<file path="src/rtl/tw_jtag_pkg.sv">
`timescale 1ns/1ps
package tw_jtag_pkg;
  localparam int LEN_W = 6;

  typedef enum logic [1:0] {STG_IDLE, STG_SHIFT, STG_UPDATE, STG_PARK} stage_e;
  typedef enum logic [1:0] {SLT_TMS, SLT_TDI, SLT_TDO} slot_e;

  function automatic logic [LEN_W-1:0] fmt_bits(input logic [2:0] code);
    case (code)
      3'd0:    return LEN_W'(8);
      3'd1:    return LEN_W'(16);
      3'd2:    return LEN_W'(20);
      3'd3:    return LEN_W'(32);
      default: return '0;
    endcase
  endfunction
endpackage

</file>
<file path="src/rtl/tw_link_timer.sv">
`timescale 1ns/1ps
module tw_link_timer #(
  parameter int CW = 8
) (
  input  logic          clk,
  input  logic          rst_n,
  input  logic          load,
  input  logic          run,
  input  logic [CW-1:0] lo_cfg,
  input  logic [CW-1:0] hi_cfg,
  output logic          lclk,
  output logic          sample,
  output logic          slot_end
);
  logic [CW-1:0] lo_r, hi_r, cnt;
  logic          ph;
  logic [CW-1:0] lo_eff, hi_eff;

  assign lo_eff = (lo_cfg == '0) ? CW'(1) : lo_cfg;
  assign hi_eff = (hi_cfg == '0) ? CW'(1) : hi_cfg;

  always_ff @(posedge clk or negedge rst_n) begin
    if (!rst_n) begin
      lo_r <= CW'(1);
      hi_r <= CW'(1);
      cnt  <= '0;
      ph   <= 1'b0;
    end else if (load) begin
      lo_r <= lo_eff;
      hi_r <= hi_eff;
      cnt  <= '0;
      ph   <= 1'b0;
    end else if (run) begin
      if (!ph) begin
        if (cnt == lo_r - CW'(1)) begin
          ph  <= 1'b1;
          cnt <= '0;
        end else cnt <= cnt + CW'(1);
      end else begin
        if (cnt == hi_r - CW'(1)) begin
          ph  <= 1'b0;
          cnt <= '0;
        end else cnt <= cnt + CW'(1);
      end
    end
  end

  assign sample   = run && !ph && (cnt == lo_r - CW'(1));
  assign slot_end = run &&  ph && (cnt == hi_r - CW'(1));
  assign lclk     = run ? ph : 1'b1;


  rise_after_sample_chk: assert property (@(posedge clk) disable iff (!rst_n)
    (run && $rose(lclk)) |-> $past(sample));
endmodule

</file>
<file path="src/rtl/tw_jtag_seq.sv">
`timescale 1ns/1ps
module tw_jtag_seq
  import tw_jtag_pkg::*;
#(
  parameter int DW = 32,
  parameter int LW = LEN_W
) (
  input  logic          clk,
  input  logic          rst_n,
  input  logic          start,
  input  logic [LW-1:0] len,
  input  logic [DW-1:0] data,
  input  logic          park_lvl,
  input  logic          slot_end,
  output logic          busy,
  output logic          cap_slot,
  output logic          finish,
  output logic          drv_d,
  output logic          drv_oe
);
  stage_e        stage;
  slot_e         slot;
  logic [LW-1:0] rem;
  logic [DW-1:0] sh;
  logic [LW:0]   align;

  assign align = (LW+1)'(DW) - {1'b0, len};

  always_ff @(posedge clk or negedge rst_n) begin
    if (!rst_n) begin
      stage <= STG_IDLE;
      slot  <= SLT_TMS;
      rem   <= '0;
      sh    <= '0;
    end else if (start) begin
      stage <= STG_SHIFT;
      slot  <= SLT_TMS;
      rem   <= len;
      sh    <= data << align;
    end else if (slot_end) begin
      case (slot)
        SLT_TMS: slot <= SLT_TDI;
        SLT_TDI: begin
          slot <= SLT_TDO;
          if (stage == STG_SHIFT) sh <= sh << 1;
        end
        default: begin
          slot <= SLT_TMS;
          case (stage)
            STG_SHIFT:  if (rem == LW'(1)) stage <= STG_UPDATE;
                        else rem <= rem - LW'(1);
            STG_UPDATE: stage <= STG_PARK;
            default:    stage <= STG_IDLE;
          endcase
        end
      endcase
    end
  end

  assign busy     = (stage != STG_IDLE);
  assign cap_slot = (stage == STG_SHIFT) && (slot == SLT_TDO);
  assign finish   = slot_end && (stage == STG_PARK) && (slot == SLT_TDO);

  always_comb begin
    drv_oe = 1'b1;
    drv_d  = park_lvl;
    if (busy) begin
      case (slot)
        SLT_TMS: drv_d = (stage == STG_SHIFT) ? (rem == LW'(1)) : (stage == STG_UPDATE);
        SLT_TDI: drv_d = (stage == STG_SHIFT) ? sh[DW-1] :
                         (stage == STG_UPDATE) ? 1'b1 : park_lvl;
        default: begin
          drv_oe = 1'b0;
          drv_d  = 1'b0;
        end
      endcase
    end
  end


  end_from_park_chk: assert property (@(posedge clk) disable iff (!rst_n)
    $fell(busy) |-> ($past(stage) == STG_PARK));
endmodule

</file>
<file path="src/rtl/tw_jtag_capture.sv">
`timescale 1ns/1ps
module tw_jtag_capture
  import tw_jtag_pkg::*;
#(
  parameter int DW = 32,
  parameter int LW = LEN_W
) (
  input  logic          clk,
  input  logic          rst_n,
  input  logic          start,
  input  logic [LW-1:0] len,
  input  logic          cap_en,
  input  logic          bit_in,
  output logic [DW-1:0] result
);
  logic [DW-1:0] raw;
  logic          rot;

  always_ff @(posedge clk or negedge rst_n) begin
    if (!rst_n) begin
      raw <= '0;
      rot <= 1'b0;
    end else if (start) begin
      raw <= '0;
      rot <= (len == LW'(20));
    end else if (cap_en) begin
      raw <= {raw[DW-2:0], bit_in};
    end
  end

  always_comb begin
    result = raw;
    if (rot) begin
      result        = '0;
      result[19:0]  = {raw[3:0], raw[19:4]};
    end
  end
endmodule

</file>
<file path="src/rtl/tw_jtag_shifter.sv">
`timescale 1ns/1ps
module tw_jtag_shifter
  import tw_jtag_pkg::*;
#(
  parameter int DW = 32,
  parameter int CW = 8,
  parameter int FW = 3
) (
  input  logic          clk,
  input  logic          rst_n,
  input  logic [CW-1:0] lo_cycles,
  input  logic [CW-1:0] hi_cycles,
  input  logic          tclk_wr,
  input  logic          tclk_val,
  input  logic          req_valid,
  output logic          req_ready,
  input  logic [FW-1:0] req_fmt,
  input  logic [DW-1:0] req_data,
  output logic          rsp_valid,
  input  logic          rsp_ready,
  output logic [DW-1:0] rsp_data,
  output logic          busy,
  output logic          link_clk,
  output logic          dat_o,
  output logic          dat_oe,
  input  logic          dat_i
);
  localparam int LW = LEN_W;

  logic [LW-1:0] req_len;
  logic          fmt_ok, accept, start;
  logic          saved_tclk;
  logic          sample, slot_end, cap_slot, finish;
  logic [DW-1:0] result;

  assign req_len   = fmt_bits(3'(req_fmt));
  assign fmt_ok    = (req_len != '0);
  assign req_ready = !busy && !rsp_valid;
  assign accept    = req_valid && req_ready;
  assign start     = accept && fmt_ok;

  always_ff @(posedge clk or negedge rst_n) begin
    if (!rst_n) saved_tclk <= 1'b0;
    else if (tclk_wr && !busy) saved_tclk <= tclk_val;
  end

  tw_link_timer #(.CW(CW)) u_timer (
    .clk(clk), .rst_n(rst_n), .load(start), .run(busy),
    .lo_cfg(lo_cycles), .hi_cfg(hi_cycles),
    .lclk(link_clk), .sample(sample), .slot_end(slot_end)
  );

  tw_jtag_seq #(.DW(DW), .LW(LW)) u_seq (
    .clk(clk), .rst_n(rst_n), .start(start), .len(req_len), .data(req_data),
    .park_lvl(saved_tclk), .slot_end(slot_end), .busy(busy),
    .cap_slot(cap_slot), .finish(finish), .drv_d(dat_o), .drv_oe(dat_oe)
  );

  tw_jtag_capture #(.DW(DW), .LW(LW)) u_cap (
    .clk(clk), .rst_n(rst_n), .start(start), .len(req_len),
    .cap_en(cap_slot && sample), .bit_in(dat_i), .result(result)
  );

  always_ff @(posedge clk or negedge rst_n) begin
    if (!rst_n) begin
      rsp_valid <= 1'b0;
      rsp_data  <= '0;
    end else if (accept && !fmt_ok) begin
      rsp_valid <= 1'b1;
      rsp_data  <= '0;
    end else if (finish) begin
      rsp_valid <= 1'b1;
      rsp_data  <= result;
    end else if (rsp_valid && rsp_ready) begin
      rsp_valid <= 1'b0;
    end
  end


  release_only_busy_chk: assert property (@(posedge clk) disable iff (!rst_n)
    !dat_oe |-> busy);

  idle_link_chk: assert property (@(posedge clk) disable iff (!rst_n)
    !busy |-> (link_clk && dat_oe));

  no_accept_busy_chk: assert property (@(posedge clk) disable iff (!rst_n)
    busy |-> !req_ready);

  done_on_fall_chk: assert property (@(posedge clk) disable iff (!rst_n)
    $fell(busy) |-> rsp_valid);

  rsp_hold_chk: assert property (@(posedge clk) disable iff (!rst_n)
    (rsp_valid && !rsp_ready) |=> (rsp_valid && $stable(rsp_data)));

  bad_fmt_zero_chk: assert property (@(posedge clk) disable iff (!rst_n)
    (accept && !fmt_ok) |=> (rsp_valid && rsp_data == '0 && !busy));
endmodule

</file>
<file path="config.mk">
export PLATFORM = sky130hd
export DESIGN_NAME = tw_jtag_shifter
export DESIGN_NICKNAME = d
export VERILOG_FILES = /design/src/rtl/tw_jtag_pkg.sv /design/src/rtl/tw_link_timer.sv /design/src/rtl/tw_jtag_seq.sv /design/src/rtl/tw_jtag_capture.sv /design/src/rtl/tw_jtag_shifter.sv
export SDC_FILE = /design/constraint.sdc
export NUM_CORES = 1
export LEC_CHECK = 0
export ABC_AREA = 1
export BUFFER_PORTS_ARGS = -buffer_cell sky130_fd_sc_hd__buf_4
export CORE_ASPECT_RATIO = 0.75
export CORE_UTILIZATION = 50
export CTS_CLUSTER_SIZE = 16
export DETAILED_ROUTE_END_ITERATION = 12
export PLACE_DENSITY = 0.72
export SYNTH_ARGS = -nofsm -noshare
export SYNTH_HDL_FRONTEND = slang
export SYNTH_SLANG_ARGS = --single-unit
</file>
<file path="constraint.sdc">
create_clock -name clk -period 2.6 [get_ports clk]
set_clock_uncertainty 0.05 [all_clocks]
set_input_delay 0.13 -clock clk [delete_from_list [all_inputs] [get_ports clk]]
set_output_delay 0.13 -clock clk [all_outputs]
set_load 0.02 [all_outputs]
</file>
==> summary.txt <==
Routing
  • WL met3: about 1800 um
  • Met2 Routed Length: between 9000 and 10000 um
  • Top sig layer: met4
  • Total Wirelength: approximately 22000 um
  • Via count: between 7000 and 8000
  • Number of DRC markers in iteration 0: around 940
  • Wl on met1: about 11000 um
  • Drt pass-1 iters: 5
  • Drt drc: 0
  • Remaining antenna violation count after routing: 0
  • Average vias per placed instance: 5.51
  • Wire per inst: around 15 um

Logic synthesis
  • Main synth FF type: dfrtp_1
  • Asr flop ratio synth: 1.00
  • Post-synth EDFFs: 0
  • Synth area leaders: dfrtp_1, nand2_1, nand3_1
  • Top cell type's share of synthesized area: 0.417
  • Cell variety after synth: 39
  • Area leader, netlist: dfrtp_1
  • Syn Inst Count: ~1100
  • Synth top cells by count: nand2_1, nand3_1, dfrtp_1
  • Flops & latches, synth: roughly 130
  • Syn Std Cell Area: a little under 8000 um^2
  • Post-synth net total: 1184
  • Top-count cell post-synth: nand2_1
  • Synth warnings: 0
  • Sequential element share of the synthesized area: 0.423
  • Mean Syn Cell Area: between 7 and 8 um^2

Layout
  • Ant. Diodes: 0
  • Post-route insts no fill: ~1400
  • Synth-to-layout area growth: 22.2%
  • Share of cells above drive strength 1: 0.147
  • Filler Cell Count: 1396
  • Final #Nets: between 1000 and 1500

Timing
  • Final Cycle Share: 0.946
  • Peak Freq: between 0.4 and 0.5 GHz
  • Final setup TNS: 0 ns
  • RSZ-0062 raised after global routing: no
  • Hold Vio Cnt, Final: 0
  • Min Clock Period, post-route: 2.46 ns
  • Max-slew violations: 0
  • Max-slew headroom: 0.654
  • Worst slew pin tran: approximately 0.52 ns
  • Final setup vio count: 0

Global route
  • Largest net degree at the start of global routing: 64
  • Total gr overflow: 0
  • Gr usage total: 0.282
  • First-pass GRT wire length: roughly 37000 um
  • Number of global-route vias before repair: roughly 7400
  • Antenna violations before repair: 0

Critical path
  • Worst setup EP type: flip-flop
  • Largest delay share family, worst path: simple AND/OR/NAND/NOR gates
  • Critical-path top delay cell: dfrtp_1
  • Bufs and invs on worst path: 3
  • Startpoint Class: flip-flop
  • Critical Path, Cell by Cell: inv_1, ha_1, and3_1, nand2_2, buf_4, nand2_1, buf_4, nand4_1, nand2_1
  • CP Data Required Time: about 2.9 ns
  • Crit path DAT: between 2 and 3 ns
  • CP peak stage delay: 0.38 ns
  • R2r setup slk: 0.14 ns
  • Crit path max fanout: 18
  • Crit Path Category: reg2reg

Floorplan
  • Area of the core: 15400 um^2
  • Die height: around 110 um
  • Row count: 39
  • Die area: 16400 um^2
  • Initial Util: 0.516
  • Die X: 147 um
  • IO Pins: 96

Power and ir drop
  • Lkg Pwr: ~5 nW
  • Int Power: 0.00370 W
  • VDD IR max: roughly 0.32 mV
  • Sw Ratio: 0.241
  • Clk pwr share: 0.505
  • Pwr dens: about 500 nW/um^2
  • Net Sw Power: 0.00118 W
  • Combinational share of power: 0.067
  • Reg power frac: 0.428

CTS
  • Worst skew pair latency: 0.42 ns
  • Max clock buf depth: 2
  • CTS HTree Levels: 4
  • Reg clk slew, reported paths: ~0.06 ns
  • Num CTS Buffers: 17
  • Post-CTS Setup Inserts: 0
  • CTS tree: done
  • Sink Count: roughly 130
  • CTS root buf: clkbuf_16

Run
  • Max cap viols: 0

Placement
  • GP Congestion: ~0.98
  • Detailed placement HPWL: 15200 um
  • PortBufs: between 90 and 100
  • Cell Count Post-Placement: about 1400

Run status
  • Status: finished clean

Hold path
  • Worst hold path class: in2reg
[final timing paths]
kind	from	depth (start not counted)	endpoint
worst max-delay path	u_seq.stage[0]	9	u_seq.sh[6]
worst min-delay path	req_fmt[0]	4	u_seq.rem[3]
worst max register to register	u_seq.stage[0]	9	u_seq.sh[6]
worst min register to register	u_seq.sh[5]	2	u_seq.sh[5]
max in group asynchronous	rst_n	3	rsp_data[27]
min in group asynchronous	rst_n	2	u_timer.lo_r[3]
[layer usage]
layer	vias to the layer above	GRT usage
li1	3861	-
met4	0	0.0756
met1	3721	0.419
met3	36	0.0617
met5	-	0
met2	316	0.414
[cell usage in the layout, fill, tap and decap left out, types with 2 or more instances in the layout]
cell / instances
nand2_1: 406
nand3_1: 221
dfrtp_1: 132
buf_4: 117
inv_1: 72
nor2_1: 51
o21ai_0: 37
nand4_1: 25
a21oi_1: 24
dlygate4sd3_1: 21
clkbuf_16: 17
o21ai_1: 13
ha_1: 11
xor2_1: 8
mux2i_1: 7
o22ai_1: 6
inv_2: 5
xnor2_1: 5
inv_6: 5
nand2_2: 4
nand3_4: 4
nor2_2: 3
nor2_4: 3
nor3_1: 3
clkinvlp_4: 3
buf_12: 3
or2_2: 2
o211ai_1: 2
nor4_1: 2
clkinv_2: 2
bufinv_16: 2
clkbuf_8: 2
buf_6: 2
dfstp_2: 2
[final cells by class]
cell class	instances	area [um^2]	area share
clock buffer	19	453	0.0467
clock inverter	13	145	0.0150
inverter	77	289	0.0298
multi-input combinational	848	4020	0.415
sequential	134	3360	0.346
tap	205	256	0.0265
timing repair buffer	143	1170	0.121
[tightest hold or removal path: stages]
cell     delay [ns]
buf_4          0.12
o22ai_1        0.08
nand2_1        0.07
nand2_1        0.04
[per-stage QoR]
step	total power, W	hold slack [ns]	setup WS, ns	area, um^2	util
floorplan	0.00225	-0.216	0.455	7930	-
global placement	0.00242	0.00925	0.176	8840	0.575
detailed placement	0.00242	0.00901	0.111	8840	0.575
CTS	0.00490	0.00229	0.0909	9650	0.628
global route	0.00504	0.0210	0.00811	9690	0.630
finish	0.00487	0.00681	0.140	9690	0.630
[sequential cells by signal, indices dropped and copies added (netlist names)]
name,cells
u_seq.stage,2
u_seq.slot,2
u_cap.raw,32
u_seq.rem,6
u_timer.lo_r,8
rsp_valid,1
saved_tclk,1
u_timer.hi_r,8
rsp_data,32
u_timer.cnt,8
u_cap.rot,1
u_timer.ph,1
u_seq.sh,32
[power by group through the flow]
stage / registers [W] / logic [W] / clock network [W]
after global placement: 0.00212 / 0.000294 / 0
after detailed placement: 0.00212 / 0.000296 / 0
after CTS: 0.00209 / 0.000321 / 0.00249
after global routing: 0.00208 / 0.000361 / 0.00259
after floorplan: 0.00212 / 0.000129 / 0
final: 0.00209 / 0.000325 / 0.00246
[cell families (layout without fill, tap and decap cells)]
family,Yosys count,in the layout,share of synthesized area
simple gates,727,729,0.401
compound gates,88,88,0.0597
buf+inv,135,252,0.0753
flops,134,134,0.423
xor+xnor,13,13,0.0144
mux,7,7,0.00884
fa+ha+maj,11,11,0.0174
[what timing repair did]
item                                    CTS  global route
resized for setup                         0             5
hold buffers                             21             0
endpoints found under the setup margin    0            33
endpoints found under the hold margin   130             0
Power figures use the tool's default switching activity.
